==> src/rtl/tune_ctl_rx_pkg.sv <==
package tune_ctl_rx_pkg;
  localparam int WORD_W  = 8;
  localparam int STATE_W = 5;
  localparam int SBY_POS = STATE_W;
  localparam int RSV_LO  = STATE_W + 1;

  typedef struct packed {
    logic shiftEn;
    logic commitEn;
    logic dataBit;
  } rx_strobe_t;
endpackage

==> src/rtl/tune_rx_ctrl.sv <==
module tune_rx_ctrl
  import tune_ctl_rx_pkg::*;
#(
  parameter int SYNC_STAGES = 2
) (
  input  logic       clk,
  input  logic       rstN,
  input  logic       serClk,
  input  logic       serData,
  input  logic       serEn,
  output rx_strobe_t strobe
);
  localparam int LAST = SYNC_STAGES - 1;

  logic [SYNC_STAGES:0]   clkPipe;
  logic [SYNC_STAGES:0]   enPipe;
  logic [SYNC_STAGES-1:0] datPipe;

  always_ff @(posedge clk or negedge rstN) begin
    if (!rstN) begin
      clkPipe <= '0;
      enPipe  <= '0;
      datPipe <= '0;
    end else begin
      clkPipe <= {clkPipe[SYNC_STAGES-1:0], serClk};
      enPipe  <= {enPipe[SYNC_STAGES-1:0], serEn};
      datPipe <= {datPipe[SYNC_STAGES-2:0], serData};
    end
  end

  logic clkRise, enFall, enLevel;
  assign clkRise = clkPipe[LAST] && !clkPipe[SYNC_STAGES];
  assign enFall  = !enPipe[LAST] && enPipe[SYNC_STAGES];
  assign enLevel = enPipe[LAST];

  always_comb begin
    strobe.shiftEn  = clkRise && enLevel;
    strobe.commitEn = enFall;
    strobe.dataBit  = datPipe[LAST];
  end


  commit_single_chk: assert property (@(posedge clk) disable iff (!rstN)
    strobe.commitEn |=> !strobe.commitEn);

  shift_single_chk: assert property (@(posedge clk) disable iff (!rstN)
    strobe.shiftEn |=> !strobe.shiftEn);
endmodule

==> src/rtl/tune_rx_data.sv <==
module tune_rx_data
  import tune_ctl_rx_pkg::*;
(
  input  logic               clk,
  input  logic               rstN,
  input  rx_strobe_t         strobe,
  output logic [STATE_W-1:0] tuneState,
  output logic               standbyOut,
  output logic               rsvdErr
);
  logic [WORD_W-1:0] shiftReg;
  logic              rsvdHit;

  always_ff @(posedge clk or negedge rstN) begin
    if (!rstN) shiftReg <= '0;
    else if (strobe.shiftEn) shiftReg <= {shiftReg[WORD_W-2:0], strobe.dataBit};
  end

  assign rsvdHit = |shiftReg[WORD_W-1:RSV_LO];

  always_ff @(posedge clk or negedge rstN) begin
    if (!rstN) begin
      tuneState  <= '0;
      standbyOut <= 1'b0;
      rsvdErr    <= 1'b0;
    end else if (strobe.commitEn) begin
      tuneState  <= shiftReg[STATE_W-1:0];
      standbyOut <= shiftReg[SBY_POS];
      rsvdErr    <= rsvdErr | rsvdHit;
    end
  end


  hold_outputs_chk: assert property (@(posedge clk) disable iff (!rstN)
    !strobe.commitEn |=> ($stable(tuneState) && $stable(standbyOut)));

  err_sticky_chk: assert property (@(posedge clk) disable iff (!rstN)
    rsvdErr |=> rsvdErr);

  err_rise_chk: assert property (@(posedge clk) disable iff (!rstN)
    $rose(rsvdErr) |-> $past(strobe.commitEn));

  shift_lsb_chk: assert property (@(posedge clk) disable iff (!rstN)
    strobe.shiftEn |=> shiftReg[0] == $past(strobe.dataBit));
endmodule

==> src/rtl/tune_ctl_rx.sv <==
module tune_ctl_rx
  import tune_ctl_rx_pkg::*;
#(
  parameter int SYNC_STAGES = 2
) (
  input  logic               clk,
  input  logic               rstN,
  input  logic               serClk,
  input  logic               serData,
  input  logic               serEn,
  output logic [STATE_W-1:0] tuneState,
  output logic               standbyOut,
  output logic               rsvdErr
);
  rx_strobe_t strobe;

  tune_rx_ctrl #(.SYNC_STAGES(SYNC_STAGES)) ctrl_i (
    .clk(clk), .rstN(rstN), .serClk(serClk), .serData(serData),
    .serEn(serEn), .strobe(strobe)
  );

  tune_rx_data data_i (
    .clk(clk), .rstN(rstN), .strobe(strobe), .tuneState(tuneState),
    .standbyOut(standbyOut), .rsvdErr(rsvdErr)
  );
endmodule

==> config.mk <==
export PLATFORM = sky130hd
export DESIGN_NAME = tune_ctl_rx
export DESIGN_NICKNAME = d
export VERILOG_FILES = /design/src/rtl/tune_ctl_rx_pkg.sv /design/src/rtl/tune_rx_ctrl.sv /design/src/rtl/tune_rx_data.sv /design/src/rtl/tune_ctl_rx.sv
export SDC_FILE = /design/constraint.sdc
export NUM_CORES = 1
export LEC_CHECK = 0
export BUFFER_PORTS_ARGS = -buffer_cell sky130_fd_sc_hd__buf_2
export CAP_MARGIN = 20
export CORE_AREA = 2 2 67 56
export DETAILED_ROUTE_END_ITERATION = 6
export DIE_AREA = 0 0 69 58
export GPL_TIMING_DRIVEN = 0
export PLACE_DENSITY = 0.38
export SYNTH_ARGS = -nofsm -noshare
export SYNTH_HDL_FRONTEND = slang
export SYNTH_SLANG_ARGS = --single-unit
==> constraint.sdc <==
create_clock -name clk -period 1.7 [get_ports clk]
set_clock_uncertainty 0.05 [all_clocks]
set_input_delay 0.255 -clock clk [delete_from_list [all_inputs] [get_ports clk]]
set_output_delay 0.255 -clock clk [all_outputs]
set_load 0.01 [all_outputs]
### Word level (Yosys, flattened, before mapping)

Cells that the tools add are included.

| operators by class | value |
|---|---|
| bitwise gates (word level) | 1 |
| reductions and logical operators | 6 |

Operators with widths:

| operator | count |
|---|---|
| logical AND 1 bit | 3 |
| zero test 1 bit | 2 |
| OR reduction 2 bit | 1 |
| OR 1 bit | 1 |

| storage, ports and cells | value |
|---|---|
| bits in registers | 23 |
| input bits | 5 |
| output and inout port bits | 7 |
| word-level logic and storage cells | 14 |

### Depth between registers and ports, before layout

| depth | value |
|---|---|
| word-level depth | 3 |
| gate-level depth with buffers | 3 |
| gate-level depth less buffers | 2 |

### Cells and area by module

Synthesis repeated with hierarchy kept, for this count alone.

| second synthesis, totals | value |
|---|---|
| cell total of the unflattened synthesis | 45 |
| area, all modules | 849.6 um2 |

Modules (own cells, without submodules):

| module | instances | cells an instance | area an instance (um2) | sequential area each (um2) |
|---|---|---|---|---|
| tune_rx_data | 1 | 33 | 619.3 | 375.4 |
| tune_rx_ctrl | 1 | 12 | 230.2 | 200.2 |

### Least setup slack after synthesis

No wires, ideal clock.

| timing path | value |
|---|---|
| kind | register -> register |
| from | register ctrl_i.enPipe[1] |
| to | register data_i.standbyOut |
| library setup time | 0.125 ns |
| arrival | 0.950 ns |
| data required time | 1.525 ns |
| slack | 0.575 ns |
| stages on the path, launching flop included | 4 |
| buffers on the path | 1 |
| clock period less this slack | 1.125 ns |
| path through | dfrtp_1 nand2b_4 buf_6 mux2_4 |

| on the way | value |
|---|---|
| word-level cells in the longest chain between the ends | 2 |

Ends and longest elaborated chain:

| what | line | source |
|---|---|---|
| from (decl) | tune_rx_ctrl.sv:16 | `logic [SYNC_STAGES:0] enPipe;` |
| from (signal assigned) | tune_rx_ctrl.sv:26 | `enPipe <= {enPipe[SYNC_STAGES-1:0], serEn};` |
| zero test 1 bit | tune_rx_ctrl.sv:33 | `assign enFall = !enPipe[LAST] && enPipe[SYNC_STAGES];` |
| logical AND 1 bit | tune_rx_ctrl.sv:33 |  |
| to (signal assigned) | tune_rx_data.sv:28 | `standbyOut <= shiftReg[SBY_POS];` |
| to (decl) | tune_rx_data.sv:8 | `output logic standbyOut,` |

No other way between the ends.
A chain may end at the register's enable or synchronous reset.

### Final worst setup path

| timing path | value |
|---|---|
| from | register ctrl_i.enPipe[1] |
| to | register data_i.tuneState[4] |

| on the way | value |
|---|---|
| word-level cells in the longest chain between the ends | 2 |

Ends and longest elaborated chain:

| what | line | source |
|---|---|---|
| zero test 1 bit | tune_rx_ctrl.sv:33 |  |
| logical AND 1 bit | tune_rx_ctrl.sv:33 |  |
| to (signal assigned) | tune_rx_data.sv:27 | `tuneState <= shiftReg[STATE_W-1:0];` |
| to (decl) | tune_rx_data.sv:7 | `output logic [STATE_W-1:0] tuneState,` |

No other way between the ends.

==> impl_metrics.csv <==
group,metric,value,unit
timing,transition_time_at_the_pin_with_the_least_slew_margin,0.506,ns
cts,clock_root_buffer,"sky130_fd_sc_hd__clkbuf_8",
setup_path,max_stage_delay,0.42,ns
global_routing,first_pass_grt_wire_length,1960,um
floorplanning,die_h,58,um
min_path,timing.hold.worst.class,"in2reg",
detailed_routing,antenna_violating_nets_post_route,0,
floorplanning,floorplan.core_area,3330,um^2
logic_synthesis,yosysWarnings,0,
setup_path,r2r_setup_slack,0.52,ns
logic_synthesis,post_synth_instance_area,812,um^2
logic_synthesis,synthArstFlopShare,1.00,
logic_synthesis,postSynthAreaPerCell,19.3,um^2
run_status,outcome,"finished, final reports clean",
power_and_ir_drop,internal_power,1.08,mW
setup_path,worstPathCellList,"nand2b_4 -> buf_6 -> mux2_4",
floorplanning,die_area,4000,um^2
power_and_ir_drop,power.switching,0.384,mW
timing,totalNegativeSetupSlack,0,ns
timing,grt_setup_unrepaired,"no",
global_routing,antenna_violations_before_repair,0,
placed_design,finalWeightedCongestion,0.571,
logic_synthesis,synthDominantCellAreaShare,0.709,
logic_synthesis,synthCells,42,
setup_path,critical_path.n_buffers_inverters,1,
cts,postCtsSetupRepairBufs,0,
cts,clock-sinks,23,
setup_path,critPathKind,"reg2reg",
detailed_routing,detailroute.via_count,381,
detailed_routing,drt-wirelength-per-cell,11.0,um
logic_synthesis,synth.cells.most_frequent,"sky130_fd_sc_hd__dfrtp_1, sky130_fd_sc_hd__mux2_2, sky130_fd_sc_hd__mux2_4",
setup_path,start_kind,"flip-flop",
timing,report.final.slew_viol_count,0,
placed_design,port_buffers,11,
global_routing,vias_in_the_first_global_route,396,
logic_synthesis,ys_seq_area_frac,0.709,
setup_path,worstReg2RegStart,"ctrl_i.enPipe[1]",
logic_synthesis,post_synth_num_cell_types,8,
setup_path,worst_r2r_path_depth,3,
setup_path,reg2reg_to,"data_i.tuneState[4]",
logic_synthesis,largest_family_of_logic_cells_by_synthesized_area,"multiplexers",
floorplanning,floorplan.initialDensity,0.244,
setup_path,slowest_stage_cell_crit_path,"sky130_fd_sc_hd__dfrtp_1",
logic_synthesis,yosys.area_share.adder,0,
logic_synthesis,synth.mux.area_fraction,0.222,
cts,htreeDepth,1,
timing,hold_viol_final,0,
logic_synthesis,dominantRegCellSynth,"sky130_fd_sc_hd__dfrtp_1",
detailed_routing,drcViolationCount,0,
cts,clock_transition_at_the_registers_of_the_reported_paths,0.08,ns
detailed_routing,detail_route.vias_per_cell,3.81,
floorplanning,die-width,69,um
cells_and_area,drive_gt1_frac,0.552,
timing,fin_crit,1.18,ns
cts,max-clock-path-buffers,2,
logic_synthesis,synth_nets,47,
setup_path,critical_path_required,1.80,ns
power_and_ir_drop,p_leak,0.478,nW
setup_path,path_max_fanout,7,
power_and_ir_drop,pwr-share-seq,0.545,
cells_and_area,area_growth,20.2,%
cts,worst_skew_pair.late_latency,0.26,ns
detailed_routing,route.final.wire_length,1100,um
floorplanning,placementRows,19,
setup_path,path_depth,3,
cells_and_area,nets,64,
logic_synthesis,post_synth_and_or_nand_nor_area_fraction,0.0462,
global_routing,grt_remaining_overflow,0,
setup_path,worst_setup_path_end_kind,"flip-flop",
global_routing,grt_start_max_net_pins,24,
logic_synthesis,synth_xor_area_frac,0,
logic_synthesis,flip_flop_and_latch_count_after_synthesis,23,
timing,fmax,0.850,GHz
power_and_ir_drop,swShare,0.262,
cells_and_area,area.sequential,576,um^2
setup_path,critical_path_origin,"ctrl_i.enPipe[1]",
logic_synthesis,synth.area.top_cells,"sky130_fd_sc_hd__dfrtp_1, sky130_fd_sc_hd__mux2_2, sky130_fd_sc_hd__mux2_4",
logic_synthesis,synth.largest_area_cell,"sky130_fd_sc_hd__dfrtp_1",
timing,slew_headroom,0.663,
floorplanning,pin_count,12,
setup_path,worstPathArrival,1.27,ns
logic_synthesis,synthMostInstantiatedCell,"sky130_fd_sc_hd__dfrtp_1",
timing,setup_violations,0,
cells_and_area,antennaDiodeCount,0,
min_path,worst_hold_path_cells,1,
job,max_cap_violations,0,
power_and_ir_drop,powerDensity,1500,nW/um^2
power_and_ir_drop,clock_power_share,0.229,
cts,tritoncts,"built",
timing,post-route-period-util,0.692,
detailed_routing,detailedRoute.firstPassIterationCount,2,
cts,tritoncts.num_buffers,3,
power_and_ir_drop,worst_ir_drop_on_vdd,0.000540,V
logic_synthesis,fraction_of_the_mapped_netlist_area_in_compound_gates,0.00924,
power_and_ir_drop,power.combinational.fraction,0.226,
detailed_routing,drt_iter0_markers,15,
cells_and_area,fillerInstances,349,
global_routing,gr-usage-all-layers,0.0657,
cells_and_area,post-route-util,0.293,
logic_synthesis,number_of_synthesized_flops_with_an_enable_pin,0,
cells_and_area,multi_input_area,225,um^2
setup_path,family_of_cells_with_the_greatest_summed_delay_on_the_critical_path,"flip-flops",
setup_path,critPathCapture,"data_i.tuneState[4]",
-- cell type report --
class                           count  share of cell area
Tap cell                           42              0.0538
Multi-Input combinational cell     18               0.231
Timing Repair Buffer               12              0.0667
Buffer                              1              0.0115
Clock inverter                      1             0.00513
Clock buffer                        3              0.0423
Sequential cell                    23               0.590
-- power groups by stage --
stage / clock network, mW / registers, mW / logic [mW]
floorplan: 0 / 0.831 / 0.191
global placement: 0 / 0.810 / 0.334
detailed placement: 0 / 0.816 / 0.337
CTS: 0.349 / 0.804 / 0.339
global route: 0.378 / 0.826 / 0.363
finish: 0.336 / 0.800 / 0.331
-- routing by layer --
metal | part of all wire | routed length (um) | global-route usage | vias up
li1 | - | - | - | 174
met1 | 0.51 | 560 | 0.0903 | 196
met2 | 0.42 | 461 | 0.0879 | 11
met3 | 0.069 | 76 | 0.0435 | 0
met4 | 0 | 0 | 0.00840 | 0
met5 | 0 | 0 | 0 | -
-- how the worst min path moves through the flow --
stage | startpoint | to | slack [ns]
floorplan | rstN | ctrl_i.clkPipe[0] | -0.09
global placement | rstN | ctrl_i.datPipe[0] | 0.21
detailed placement | rstN | ctrl_i.datPipe[0] | 0.21
CTS | serEn | ctrl_i.enPipe[0] | 0.04
global route | serEn | ctrl_i.enPipe[0] | 0.02
finish | serEn | ctrl_i.enPipe[0] | 0.04
-- repair_timing --
action                     in CTS  in global routing
hold endpoints to repair       23                  0
resized for setup               0                  0
hold buffers                    1                  0
setup endpoints to repair       0                  0
-- through the flow --
step	instances	setup slack, ns	total power, mW	hold slack [ns]	area, um^2
after global placement	95	0.537	1.14	0.211	920
after floorplan	42	0.575	1.02	-0.0906	812
after global routing	100	0.472	1.57	0.0250	976
after CTS	100	0.513	1.49	0.0357	976
after detailed placement	95	0.529	1.15	0.214	920
final	100	0.523	1.47	0.0401	976
-- cells by family after synthesis --
logic type / count (synthesis)
AO/OA/AOI/OAI: 1
buffers and inverters: 1
flip-flops: 23
multiplexers: 14
AND/OR/NAND/NOR: 3
-- worst register-to-register path, delay by kind of cell (launching register included) --
family        cells  cell delay (ns)
simple gates      1             0.15
buf+inv           1             0.14
mux               1             0.29
flops             1             0.42
-- layout by cell type, fill, tap and decap left out, drive strengths merged --
master	instances
buf	12
nand3b	1
clkbuf	3
clkinv	1
dlygate4sd3	1
nor2	1
o21bai	1
nand2b	1
dfrtp	23
mux2	14
-- flip-flops by register name, summed over array words and instances (netlist names) --
signal,flops
data_i.shiftReg,8
data_i.tuneState,5
ctrl_i.clkPipe,3
ctrl_i.enPipe,3
ctrl_i.datPipe,2
data_i.rsvdErr,1
data_i.standbyOut,1
(Power assumes the default switching activity.)
